$ cat src/rtl/irq_arb_pkg.sv
package irq_arb_pkg;
  localparam int LVL_W = 4;
  localparam int GRP_W = 2;
  localparam int CH_W  = 1 + GRP_W;
  localparam int NCH   = 1 << CH_W;

  typedef struct packed {
    logic [LVL_W-1:0] lvl;
    logic [GRP_W-1:0] grp;
  } rank_t;
endpackage

$ cat src/rtl/irq_flag_bank.sv
module irq_flag_bank #(
  parameter int NSRC = 32
) (
  input  logic            clk,
  input  logic            rst_n,
  input  logic [NSRC-1:0] set_i,
  input  logic [NSRC-1:0] clr_i,
  output logic [NSRC-1:0] flag_o
);
  logic [NSRC-1:0] flag_q, flag_d;

  // a set arriving with a clear wins
  always_comb flag_d = (flag_q & ~clr_i) | set_i;

  always_ff @(posedge clk or negedge rst_n) begin
    if (!rst_n) flag_q <= '0;
    else        flag_q <= flag_d;
  end

  assign flag_o = flag_q;

  // an uncleared flag never drops
  a_r2_flag_hold: assert property (@(posedge clk) disable iff (!rst_n)
    1'b1 |=> ((flag_q & $past(flag_q & ~clr_i)) == $past(flag_q & ~clr_i)));
  // a pulse always leaves its flag set
  a_r2_flag_set: assert property (@(posedge clk) disable iff (!rst_n)
    1'b1 |=> ((flag_q & $past(set_i)) == $past(set_i)));
endmodule

$ cat src/rtl/irq_rank_pick.sv
module irq_rank_pick
  import irq_arb_pkg::*;
#(
  parameter int NSRC = 32,
  localparam int IDX_W = $clog2(NSRC)
) (
  input  logic [NSRC-1:0]       flag_i,
  input  logic [NSRC-1:0]       en_i,
  input  logic [NSRC*LVL_W-1:0] lvl_i,
  input  logic [NSRC*GRP_W-1:0] grp_i,
  input  logic [LVL_W-1:0]      cpu_prio_i,
  output logic                  hit_o,
  output logic [IDX_W-1:0]      idx_o,
  output rank_t                 rank_o
);
  logic [NSRC-1:0] elig;

  generate
    for (genvar i = 0; i < NSRC; i++) begin : g_elig
      assign elig[i] = flag_i[i] & en_i[i] & (lvl_i[i*LVL_W +: LVL_W] > cpu_prio_i);
    end
  endgenerate

  // scan from the top index down; ">=" lets a lower index take an equal rank
  always_comb begin
    hit_o  = 1'b0;
    idx_o  = '0;
    rank_o = '0;
    for (int i = NSRC - 1; i >= 0; i--) begin
      if (elig[i] && (!hit_o ||
          {lvl_i[i*LVL_W +: LVL_W], grp_i[i*GRP_W +: GRP_W]} >= rank_o)) begin
        hit_o  = 1'b1;
        idx_o  = IDX_W'(i);
        rank_o = {lvl_i[i*LVL_W +: LVL_W], grp_i[i*GRP_W +: GRP_W]};
      end
    end
  end
endmodule

$ cat src/rtl/irq_grant_reg.sv
module irq_grant_reg
  import irq_arb_pkg::*;
#(
  parameter int NSRC = 32,
  localparam int IDX_W = $clog2(NSRC)
) (
  input  logic             clk,
  input  logic             rst_n,
  input  logic             hit_i,
  input  logic [IDX_W-1:0] idx_i,
  input  rank_t            rank_i,
  input  logic [LVL_W-1:0] cpu_prio_i,
  input  logic [NCH-1:0]   cnt_nz_i,
  input  logic             ack_i,
  output logic             vld_o,
  output logic             xfer_o,
  output logic [IDX_W-1:0] idx_o,
  output rank_t            rank_o
);
  logic             vld_q, vld_d;
  logic             xfer_q, xfer_d;
  logic [IDX_W-1:0] idx_q;
  rank_t            rank_q;
  logic             load;
  logic [CH_W-1:0]  ch;

  assign ch   = {rank_i.lvl[0], rank_i.grp};
  assign load = ~vld_q & hit_i;

  always_comb begin
    vld_d  = vld_q;
    xfer_d = (rank_i.lvl[LVL_W-1:1] == '1) & cnt_nz_i[ch];
    if (vld_q && ack_i) vld_d = 1'b0;
    else if (load)      vld_d = 1'b1;
  end

  always_ff @(posedge clk or negedge rst_n) begin
    if (!rst_n) vld_q <= 1'b0;
    else        vld_q <= vld_d;
  end

  always_ff @(posedge clk or negedge rst_n) begin
    if (!rst_n) begin
      xfer_q <= 1'b0;
      idx_q  <= '0;
      rank_q <= '0;
    end else if (load) begin
      xfer_q <= xfer_d;
      idx_q  <= idx_i;
      rank_q <= rank_i;
    end
  end

  assign vld_o  = vld_q;
  assign xfer_o = xfer_q;
  assign idx_o  = idx_q;
  assign rank_o = rank_q;

  // an unacknowledged grant keeps its content
  a_r6_hold: assert property (@(posedge clk) disable iff (!rst_n)
    vld_q && !ack_i |=> vld_q && $stable(idx_q) && $stable(rank_q) && $stable(xfer_q));
  // acknowledge frees the grant for one cycle
  a_r6_drop: assert property (@(posedge clk) disable iff (!rst_n)
    vld_q && ack_i |=> !vld_q);
  // a new grant outranks the CPU priority seen when it was taken
  a_r3_above_cpu: assert property (@(posedge clk) disable iff (!rst_n)
    $rose(vld_q) |-> rank_q.lvl > $past(cpu_prio_i));
  // transfer path only for the two top levels
  a_r7_top_only: assert property (@(posedge clk) disable iff (!rst_n)
    vld_q && xfer_q |-> rank_q.lvl >= 4'd14);
endmodule

$ cat src/rtl/irq_arbiter.sv
module irq_arbiter
  import irq_arb_pkg::*;
#(
  parameter int NSRC = 32,
  localparam int IDX_W = $clog2(NSRC)
) (
  input  logic                  clk,
  input  logic                  rst_n,
  input  logic [NSRC-1:0]       irq_pulse,
  input  logic [NSRC-1:0]       src_en,
  input  logic [NSRC*LVL_W-1:0] src_lvl,
  input  logic [NSRC*GRP_W-1:0] src_grp,
  input  logic [LVL_W-1:0]      cpu_prio,
  input  logic [NCH-1:0]        xfer_cnt_nz,
  input  logic                  ack,
  output logic                  svc_req,
  output logic [IDX_W-1:0]      svc_vec,
  output logic [LVL_W-1:0]      svc_prio,
  output logic                  xfer_req,
  output logic [CH_W-1:0]       xfer_chan
);
  logic [NSRC-1:0]  flag, clr;
  logic             hit, g_vld, g_xfer;
  logic [IDX_W-1:0] p_idx, g_idx;
  rank_t            p_rank, g_rank;

  assign clr = (ack && g_vld) ? (NSRC'(1) << g_idx) : '0;

  irq_flag_bank #(.NSRC(NSRC)) u_flags (
    .clk(clk), .rst_n(rst_n), .set_i(irq_pulse), .clr_i(clr), .flag_o(flag));

  irq_rank_pick #(.NSRC(NSRC)) u_pick (
    .flag_i(flag), .en_i(src_en), .lvl_i(src_lvl), .grp_i(src_grp),
    .cpu_prio_i(cpu_prio), .hit_o(hit), .idx_o(p_idx), .rank_o(p_rank));

  irq_grant_reg #(.NSRC(NSRC)) u_grant (
    .clk(clk), .rst_n(rst_n), .hit_i(hit), .idx_i(p_idx), .rank_i(p_rank),
    .cpu_prio_i(cpu_prio), .cnt_nz_i(xfer_cnt_nz), .ack_i(ack),
    .vld_o(g_vld), .xfer_o(g_xfer), .idx_o(g_idx), .rank_o(g_rank));

  assign svc_req   = g_vld & ~g_xfer;
  assign xfer_req  = g_vld &  g_xfer;
  assign svc_vec   = g_idx;
  assign svc_prio  = g_rank.lvl;
  assign xfer_chan = {g_rank.lvl[0], g_rank.grp};

  // a granted service never picks a source whose flag is clear
  a_r8_flag_behind: assert property (@(posedge clk) disable iff (!rst_n)
    svc_req |-> flag[svc_vec]);
endmodule

$ cat config.mk
export PLATFORM = sky130hd
export DESIGN_NAME = irq_arbiter
export DESIGN_NICKNAME = d
export VERILOG_FILES = /design/src/rtl/irq_arb_pkg.sv /design/src/rtl/irq_flag_bank.sv /design/src/rtl/irq_rank_pick.sv /design/src/rtl/irq_grant_reg.sv /design/src/rtl/irq_arbiter.sv
export SDC_FILE = /design/constraint.sdc
export NUM_CORES = 1
export LEC_CHECK = 0
export ABC_AREA = 1
export BUFFER_PORTS_ARGS = -buffer_cell sky130_fd_sc_hd__buf_2
export CORE_MARGIN = 3
export CORE_UTILIZATION = 58
export CTS_BUF_LIST = sky130_fd_sc_hd__clkbuf_4
export DETAILED_ROUTE_END_ITERATION = 12
export PLACE_DENSITY = 0.82
export SYNTH_ARGS = -nofsm -noshare
export SYNTH_HDL_FRONTEND = slang
export SYNTH_SLANG_ARGS = --single-unit
export TNS_END_PERCENT = 5
$ cat constraint.sdc
create_clock -name clk -period 55.5 [get_ports clk]
set_input_delay 11.1 -clock clk [delete_from_list [all_inputs] [get_ports clk]]
set_output_delay 11.1 -clock clk [all_outputs]
set_load 0.005 [all_outputs]
==> results.json, run 1 <==
{
  "remaining_drc_errors": 0,
  "hold_viol": 0,
  "dieHeight_um": 155.3,
  "fillCellCount": 2006,
  "status": "complete, no violations",
  "cp-end-kind": "register",
  "ys_ff_latch": 45,
  "peakVddDrop_uv": 72.69,
  "cp_num_cells": 368,
  "hold_start": "u_grant.rank_o[4]",
  "syn_area_per_cell_sq_um": 5.945,
  "met2_length_mm": 19.32,
  "grt_max_degree": 46,
  "gp_congestion": 0.9484,
  "dp_hpwl_mm": 33.51,
  "tightest_slew_ps": 1128,
  "wl_per_cell_um": 14.80,
  "crit_arrival_ps": 51770,
  "drv_cap": 0,
  "crit_buf_inv": 32,
  "hold_class": "register to register",
  "track_usage": 0.3165,
  "leakagePower_uw": 0.009095,
  "yosys_warnings": 0,
  "fin_nets": 3021,
  "cp_max_fo": 19,
  "worstSetupStartpoint": "cpu_prio[3]",
  "ys_types": 40,
  "place_ws_ps": 31.03,
  "die-area_sq_um": 24120,
  "reg2reg_from": "u_flags.flag_o[31]",
  "cts_tree": "built",
  "power_density_nw_per_um2": 65.34,
  "slowest_delay_ps": 360,
  "via_count": 15070,
  "fin_ws_ps": 4033,
  "syn_nets": 2710,
  "hold_path_depth": 2,
  "grt-ovfl-total": 0,
  "insertion_delay_ps": 410,
  "first_iter_violations": 803,
  "cts_buffers": 5,
  "max_freq_ghz": 0.01943,
  "met1_length_mm": 16.98,
  "crit_required_ps": 55800,
  "drtAntennaViolNets": 0,
  "start_kind": "input pin",
  "htree_levels": 2,
  "fp.coreArea_sq_um": 21490,
  "power.total_uw": 988.8,
  "period_share": 0.9273,
  "clkTransAtPathRegs_ps": 140,
  "path_common_cell": "nand2_1",
  "drive_gt1_frac": 0.1910,
  "syn-instance-count": 2175,
  "syn_to_final_growth_pct": 17.04,
  "finalSetupTns_ps": 0,
  "cts_num_sinks": 45,
  "start_util": 0.6018,
  "syn_area_sq_um": 12930,
  "grt_pass1_vias": 13670,
  "drt-total-wl_mm": 40.98,
  "slowest_stage": "ha_1",
  "relSlewSlack": 0.2432,
  "dr_wl_met3_mm": 3.095,
  "die_w_um": 155.3,
  "worst_hold_slack_ps": 501.3,
  "crit_family": "simple AND/OR/NAND/NOR gates",
  "synth_seq_area_share": 0.08709,
  "clock_skew_ps": 27.73,
  "setup_viol": 0,
  "crit_type": "input pin to register",
  "io_buffers": 284,
  "root_buffer": "clkbuf_4",
  "via_per_inst": 5.445,
  "drv_slew": 0,
  "highest_layer": "met5",
  "pin_count": 285,
  "first_pass_iters": 6,
  "fin_crit_ps": 51470,
  "reg2reg_depth": 364,
  "clock_path_buffers": 2,
  "grt_pass1_wl_mm": 63.28,
  "antenna_found_initial": 9,
  "fp-row-count": 53
}
area by class of cell:
type | instances | area [sq um] | area share
clock inverters | 3 | 21.27 | 0.001406
well taps | 275 | 344.1 | 0.02274
inverters | 381 | 1434 | 0.09475
clock buffers | 5 | 37.54 | 0.002480
repair buffers | 339 | 1834 | 0.1212
diodes | 6 | 15.01 | 0.0009921
multi-input cells | 1714 | 10320 | 0.6820
flip-flops and latches | 45 | 1126 | 0.07441
logic make-up after synthesis:
| group | share of synthesized area |
|---|---|
| and+or+nand+nor | 0.3623 |
| DFF | 0.08709 |
| adders and majority gates | 0.2555 |
| buffers and inverters | 0.1378 |
| AOI/OAI and AO/OA | 0.1573 |
final timing paths:
check / to / slack, ps
min in group asynchronous: u_flags.flag_o[0] / 10850
max in group asynchronous: u_flags.flag_o[20] / 43990
max: u_grant.xfer_o / 4030
min reg2reg: u_grant.rank_o[4] / 500
max reg2reg: u_grant.xfer_o / 14830
min: u_grant.rank_o[4] / 500
stage by stage:
step	instance area, sq um	std cells	utilization
2_1_floorplan	12930	2175	-
3_3_place_gp	14370	2700	0.6690
3_5_place_dp	14370	2700	0.6690
4_1_cts	14430	2708	0.6717
5_1_grt	15130	2766	0.7041
6_report	15130	2768	0.7043
where the power goes:
group	internal, uW	total [uW]	switching, uW
sequential	39.6	46.3	6.79
combinational	342	925	583
clock	5.03	17.7	12.6
total	387	989	602
cell usage after synthesis, drive strengths merged:
cell type	n	area, sq um
ha	264	3303
nand3	164	825.8
or2	3	18.77
dfrtp	45	1126
o32ai	1	8.760
clkinv	3	11.26
nand4	14	87.58
o211ai	11	82.58
o2111a	19	214.0
a21oi	59	295.3
o21a	4	30.03
a311oi	2	17.52
buf	31	295.3
o311ai	2	17.52
clkbuf	7	56.30
o21ai	248	1249
nand2	673	2741
a21boi	1	11.26
a31oi	2	12.51
o22ai	2	12.51
and2	2	13.77
nand3b	26	195.2
nor2	179	681.9
a211oi	7	52.55
o21bai	3	22.52
inv	378	1419
nor3	24	120.1
a31o	1	8.760
metal layers:
| layer | vias up | track usage |
|---|---|---|
| met5 | - | 0 |
| met2 | 527 | 0.5597 |
| met4 | 8 | 0.1046 |
| met3 | 132 | 0.04701 |
| li1 | 7739 | - |
| met1 | 6665 | 0.3938 |
cells in the final DEF, fill, tap and decap left out, drive strengths merged, types with 2 or more instances in the layout:
| cell type | n |
|---|---|
| nand2 | 676 |
| inv | 378 |
| buf | 339 |
| ha | 264 |
| o21ai | 248 |
| nor2 | 179 |
| nand3 | 164 |
| a21oi | 59 |
| dfrtp | 45 |
| nand3b | 26 |
| nor3 | 24 |
| o2111a | 19 |
| nand4 | 14 |
| o211ai | 11 |
| a211oi | 7 |
| diode | 6 |
| clkbuf | 5 |
| o21a | 4 |
| clkinv | 4 |
| o21bai | 3 |
| or2 | 3 |
| a31oi | 2 |
| clkinvlp | 2 |
| o311ai | 2 |
| a311oi | 2 |
| o22ai | 2 |
| and2 | 2 |
state kept, by name, summed over array words and instances (netlist names):
register / flops
u_flags.flag_o: 32
u_grant.idx_o: 5
u_grant.rank_o: 6
u_grant.vld_o: 1
u_grant.xfer_o: 1
worst reg2reg max path: cells and delay by family (launching register included):
family          cells  cell delay (ps)
fa+ha+maj          31             8460
compound gates     89            12560
flops               1              480
buf+inv            29             1840
simple gates      215            17290
what timing repair did:
item / CTS / global route
hold endpoints to repair: 0 / 0
gates resized for setup: 0 / 105
endpoints found under the setup margin: 0 / 13
buffers inserted: 0 / 51
hold buffers: 0 / 0
No activity file was read; power rests on OpenSTA's default activity.
==> inputs of run 2 (changes only) <==
--- a/config.mk
+++ b/config.mk
@@ -7,12 +7,14 @@
 export LEC_CHECK = 0
 export ABC_AREA = 1
 export BUFFER_PORTS_ARGS = -buffer_cell sky130_fd_sc_hd__buf_2
+export CORE_ASPECT_RATIO = 1.75
 export CORE_MARGIN = 3
 export CORE_UTILIZATION = 58
 export CTS_BUF_LIST = sky130_fd_sc_hd__clkbuf_4
 export DETAILED_ROUTE_END_ITERATION = 12
-export PLACE_DENSITY = 0.82
+export PLACE_DENSITY = 0.81
 export SYNTH_ARGS = -nofsm -noshare
 export SYNTH_HDL_FRONTEND = slang
+export SYNTH_HIERARCHICAL = 1
 export SYNTH_SLANG_ARGS = --single-unit
 export TNS_END_PERCENT = 5
==> results.json, run 2 <==
{
  "status": "complete, no violations",
  "cp_max_fo": 14,
  "max_freq_ghz": 0.01933,
  "drive_gt1_frac": 0.1935,
  "crit_buf_inv": 40,
  "hold_class": "register to register",
  "hold_viol": 0,
  "fin_ws_ps": 3774,
  "first_pass_iters": 8,
  "tightest_slew_ps": 905.3,
  "synth_edf_count": 0,
  "final_common_cell": "nand2_1",
  "grt_pass1_vias": 14940,
  "leakagePower_uw": 0.009449,
  "track_usage": 0.3223,
  "dieHeight_um": 205.6,
  "yosys_warnings": 6,
  "fp-row-count": 72,
  "period_share": 0.9320,
  "hold_buffers": 0,
  "crit_arrival_ps": 52040,
  "clkPwrFrac": 0.015,
  "remaining_drc_errors": 0,
  "placed_area_sq_um": 14750,
  "hold_start": "u_flags/flag_o[29]",
  "crit_required_ps": 55810,
  "reg2reg_depth": 369,
  "insertion_delay_ps": 370,
  "via_count": 15560,
  "syn_area_sq_um": 13200,
  "cts_num_sinks": 45,
  "path_common_cell": "nand2_1",
  "fin_nets": 3093,
  "syn_area_per_cell_sq_um": 5.920,
  "antenna_found_initial": 3,
  "place_ws_ps": 83.68,
  "pin_count": 285,
  "synth.largest_area_cell": "ha_1",
  "synthTopCellsByCount": "nand2_1 (655), inv_1 (397), ha_1 (268)",
  "async_flop_share": 1.000,
  "ys_ff_latch": 45,
  "slowest_delay_ps": 330,
  "drv_cap": 0,
  "p_sw_uw": 646.2,
  "synthFlopType": "dfrtp_1",
  "syn_nets": 2769,
  "holdPathEnd": "u_flags/flag_o[29]",
  "setup_viol": 0,
  "cts_tree": "built",
  "p_int_uw": 414.5,
  "synth_seq_area_share": 0.08530,
  "wl_per_cell_um": 14.81,
  "syn_to_final_growth_pct": 17.01,
  "via_per_inst": 5.453,
  "hold_path_depth": 2,
  "cp-end-kind": "register",
  "grt_pass1_wl_mm": 65.23,
  "largest_register_ffs": 32,
  "crit_family": "simple AND/OR/NAND/NOR gates",
  "root_buffer": "clkbuf_4",
  "io_buffers": 284,
  "stdcell_area_sq_um": 15450,
  "finalSetupTns_ps": 0,
  "peakVddDrop_uv": 82.10,
  "dp_hpwl_mm": 34.91,
  "grt_max_degree": 46,
  "crit_type": "input pin to register",
  "fp.coreArea_sq_um": 22250,
  "power_density_nw_per_um2": 68.67,
  "relSlewSlack": 0.3928,
  "ff2ff_setup_slack_ps": 14620,
  "synthTopCellsByArea": "ha_1 (25%), nand2_1 (19%), inv_1 (11%), dfrtp_1 (8.5%), o21ai_0 (7.3%)",
  "grt-ovfl-total": 0,
  "start_kind": "input pin",
  "yosysMostFrequentCell": "nand2_1",
  "clock_skew_ps": 31.35,
  "drt-total-wl_mm": 42.25,
  "worst_r2r_endpoint": "u_grant/xfer_o",
  "utilization": 0.6942,
  "die-area_sq_um": 24680,
  "clkTransAtPathRegs_ps": 140,
  "final_cell_mix": "nand2_1 (649), inv_1 (395), buf_2 (284)",
  "first_iter_violations": 775,
  "die_w_um": 120.0,
  "slowest_stage": "ha_1",
  "start_util": 0.5933,
  "swShare": 0.6092,
  "power.share.sequential": 0.045,
  "ys_types": 41,
  "htree_levels": 2,
  "syn-instance-count": 2230,
  "drtAntennaViolNets": 0,
  "yosysTopAreaCellShare": 0.2540,
  "cts_buffers": 5,
  "drv_slew": 0,
  "combPwrFrac": 0.941,
  "power.total_uw": 1061,
  "clock_path_buffers": 2,
  "gp_congestion": 0.9661,
  "reg2reg_from": "u_flags/flag_o[31]",
  "fin_crit_ps": 51730
}
## run 2: cell count changes after synthesis, moves of 6 or more
cell / before / now
o21a_1: 4 / 13
and2_1: 1 / 8
inv_1: 376 / 397
nor2_1: 175 / 189
o21ai_0: 241 / 193
nor3_1: 24 / 5
nand3_1: 163 / 169
nand2_1: 593 / 655
## run 2: worst max-delay path by stage
| stage | from | end | slack [ps] | cells after the start |
|---|---|---|---|---|
| 3_3_place_gp | cpu_prio[3] | u_grant/xfer_o | 1300 | 366 |
| 3_5_place_dp | cpu_prio[1] | u_grant/xfer_o | 80 | 368 |
| 4_1_cts | cpu_prio[3] | u_grant/xfer_o | 320 | 368 |
| 5_1_grt | cpu_prio[3] | u_grant/xfer_o | -390 | 379 |
| 2_1_floorplan | cpu_prio[3] | u_grant/xfer_o | 4320 | 395 |
| 6_report | cpu_prio[3] | u_grant/xfer_o | 3770 | 373 |
## run 2: final cells by class
type,count,area (sq um)
multi-input combinational,1752,10500
fill,2117,6804
timing repair buffer,345,1879
inverter,405,1520
sequential,45,1126
tap,296,370.4
clock buffer,5,37.54
antenna,4,10.01
clock inverter,1,5.005
## run 2: power by group through the flow
stage	combinational (uW)	clock, uW	sequential, uW
after floorplan	723	0	45.3
after global placement	890	0	48.0
after detailed placement	926	0	47.9
after CTS	930	16.0	47.3
after global routing	1150	17.1	48.4
final	998	15.6	47.4
## run 2: logic make-up (layout without fill, tap and decap cells)
group,Yosys count,count (layout),synth area share
flip-flops,45,45,0.08530
buffers and inverters,438,756,0.1410
AO/OA/AOI/OAI,320,320,0.1395
other,0,4,0
AND/OR/NAND/NOR,1159,1164,0.3802
adder cells (fa/ha/maj),268,268,0.2540
## run 2: worst reg2reg max path: cells and delay by family, from the launching register on
family	cells	cell delay, ps
buffers and inverters	38	2640
AO/OA/AOI/OAI	92	12690
AND/OR/NAND/NOR	208	16860
adder cells (fa/ha/maj)	31	8260
flip-flops	1	380
## run 2: metal layers
layer	global-route usage	wire [um]	share of wire	up-vias
met5	0	19	0.00045	-
met4	0.2429	3573	0.085	2
met3	0.05308	2436	0.058	224
met2	0.6146	21720	0.51	537
met1	0.3011	14500	0.34	6960
li1	-	-	-	7835
## run 2: timing repair
item | 4_1_cts | 5_1_grt
buffers inserted | 0 | 48
gates resized for setup | 0 | 107
setup endpoints to repair | 0 | 13
## run 2: metrics by stage
step / hold slack (ps) / cells
6_report: 490.7 / 2853
5_1_grt: 515.9 / 2851
4_1_cts: 494.8 / 2796
3_5_place_dp: 464.0 / 2790
3_3_place_gp: 454.9 / 2790
2_1_floorplan: 441.3 / 2230
==> inputs of run 3 (changes only) <==
--- a/config.mk
+++ b/config.mk
@@ -9,10 +9,10 @@
 export BUFFER_PORTS_ARGS = -buffer_cell sky130_fd_sc_hd__buf_2
 export CORE_ASPECT_RATIO = 1.75
 export CORE_MARGIN = 3
-export CORE_UTILIZATION = 58
+export CORE_UTILIZATION = 63
 export CTS_BUF_LIST = sky130_fd_sc_hd__clkbuf_4
 export DETAILED_ROUTE_END_ITERATION = 12
-export PLACE_DENSITY = 0.81
+export PLACE_DENSITY = 0.88
 export SYNTH_ARGS = -nofsm -noshare
 export SYNTH_HDL_FRONTEND = slang
 export SYNTH_HIERARCHICAL = 1
==> constraint.sdc (replaced) <==
create_clock -name clk -period 60.9 [get_ports clk]
set_input_delay 12.18 -clock clk [delete_from_list [all_inputs] [get_ports clk]]
set_output_delay 12.18 -clock clk [all_outputs]
set_load 0.005 [all_outputs]
==> results.json, run 3 (synthesized netlist as in run 2, its figures left out) <==
{
  "cp-end-kind": "register",
  "power_density_nw_per_um2": 62.55,
  "dp_hpwl_mm": 34.06,
  "slowest_delay_ps": 330,
  "tightest_slew_ps": 676.2,
  "crit_required_ps": 61190,
  "utilization": 0.7262,
  "period_share": 0.9174,
  "power.share.sequential": 0.046,
  "placed_area_sq_um": 14630,
  "gp_congestion": 0.9720,
  "place_ws_ps": 3901,
  "max_freq_ghz": 0.01790,
  "stdcell_area_sq_um": 14860,
  "cp_max_fo": 32,
  "reg2reg_from": "u_flags/flag_o[31]",
  "relSlewSlack": 0.5465,
  "p_int_uw": 357.0,
  "grt-ovfl-total": 0,
  "first_pass_iters": 5,
  "grt_pass1_wl_mm": 63.54,
  "remaining_drc_errors": 0,
  "power.total_uw": 929.4,
  "dp.cells": 2734,
  "drtAntennaViolNets": 0,
  "cts_setup_buffers": 0,
  "via_per_inst": 5.554,
  "cts_buffers": 5,
  "fin_ws_ps": 5031,
  "final_cell_mix": "nand2_1 (655), inv_1 (397), buf_2 (284)",
  "drv_slew": 0,
  "fin_crit_ps": 55870,
  "io_buffers": 284,
  "drive_gt1_frac": 0.1632,
  "ff2ff_setup_slack_ps": 17150,
  "peakVddDrop_uv": 79.57,
  "finalNonFillerCells": 2744,
  "via_count": 15240,
  "hold_buffers": 0,
  "crit_family": "simple AND/OR/NAND/NOR gates",
  "die-area_sq_um": 22800,
  "hold_start": "u_flags/flag_o[21]",
  "fp.coreArea_sq_um": 20460,
  "pin_count": 285,
  "first_iter_violations": 897,
  "die_w_um": 115.4,
  "wl_per_cell_um": 14.75,
  "clock_skew_ps": 33.79,
  "leakagePower_uw": 0.009201,
  "hold_viol": 0,
  "hold_class": "register to register",
  "drv_cap": 0,
  "largest_register_ffs": 32,
  "combPwrFrac": 0.931,
  "grt_pass1_vias": 14710,
  "slowest_stage": "ha_1",
  "start_kind": "input pin",
  "track_usage": 0.3397,
  "syn_to_final_growth_pct": 12.56,
  "cts_tree": "built",
  "cts_num_sinks": 45,
  "htree_levels": 2,
  "worstSetupStartpoint": "cpu_prio[3]",
  "crit_buf_inv": 36,
  "swShare": 0.6158,
  "path_common_cell": "nand2_1",
  "crit_arrival_ps": 56160,
  "clkTransAtPathRegs_ps": 160,
  "fillCellCount": 1841,
  "grt_max_degree": 46,
  "start_util": 0.6452,
  "dieHeight_um": 197.5,
  "insertion_delay_ps": 390,
  "drt-total-wl_mm": 40.49,
  "status": "complete, no violations",
  "fin_nets": 3032,
  "fp-row-count": 69,
  "antenna_found_initial": 2,
  "clkPwrFrac": 0.022,
  "setup_viol": 0,
  "clock_path_buffers": 2,
  "final_common_cell": "nand2_1",
  "crit_type": "input pin to register",
  "p_sw_uw": 572.4,
  "root_buffer": "clkbuf_4"
}
[run 3: area by class of cell]
class | count | area (sq um) | share of cell area
Multi-Input combinational cell | 1747 | 10310 | 0.6941
Clock inverter | 3 | 50.05 | 0.003368
Inverter | 405 | 1520 | 0.1023
Timing Repair Buffer | 289 | 1496 | 0.1007
Tap cell | 248 | 310.3 | 0.02088
Antenna cell | 2 | 5.005 | 0.0003368
Clock buffer | 5 | 37.54 | 0.002526
Sequential cell | 45 | 1126 | 0.07578
[run 3: metrics by stage]
step                      hold WS, ps  TNS [ps]
after floorplan                 441.3         0
after global placement          453.5         0
after detailed placement        459.6         0
after CTS                       497.8         0
after global routing            525.6    -43.09
final                           495.6         0
[run 3: worst paths after layout]
check,endpoint,depth (start not counted)
max reg2reg,u_grant/xfer_o,368
min,u_flags/flag_o[21],2
min reg2reg,u_flags/flag_o[21],2
max in group asynchronous,u_flags/flag_o[20],2
min in group asynchronous,u_grant/idx_o[2],2
max,u_grant/xfer_o,372
[run 3: repair_timing]
item	CTS	global route
setup endpoints to repair	0	12
hold endpoints to repair	0	0
resized for setup	0	40
[run 3: tightest hold or removal path: stages, from the launching register on]
cell	delay [ps]
dfrtp_1	380
nand2_1	50
nand2_1	50
[run 3: power by group through the flow]
stage / logic, uW / registers [uW] / clock network, uW
floorplan: 659 / 41.3 / 0
global placement: 798 / 43.5 / 0
detailed placement: 835 / 43.6 / 0
CTS: 839 / 43.0 / 21.5
global route: 989 / 44.1 / 22.4
finish: 865 / 43.1 / 20.9
[run 3: routing by layer]
layer / share of wire / track usage / wire, um
met5: 0 / 0 / 0
met4: 0.080 / 0.2424 / 3251
met3: 0.057 / 0.04476 / 2320
met1: 0.35 / 0.3306 / 14140
met2: 0.51 / 0.6377 / 20770
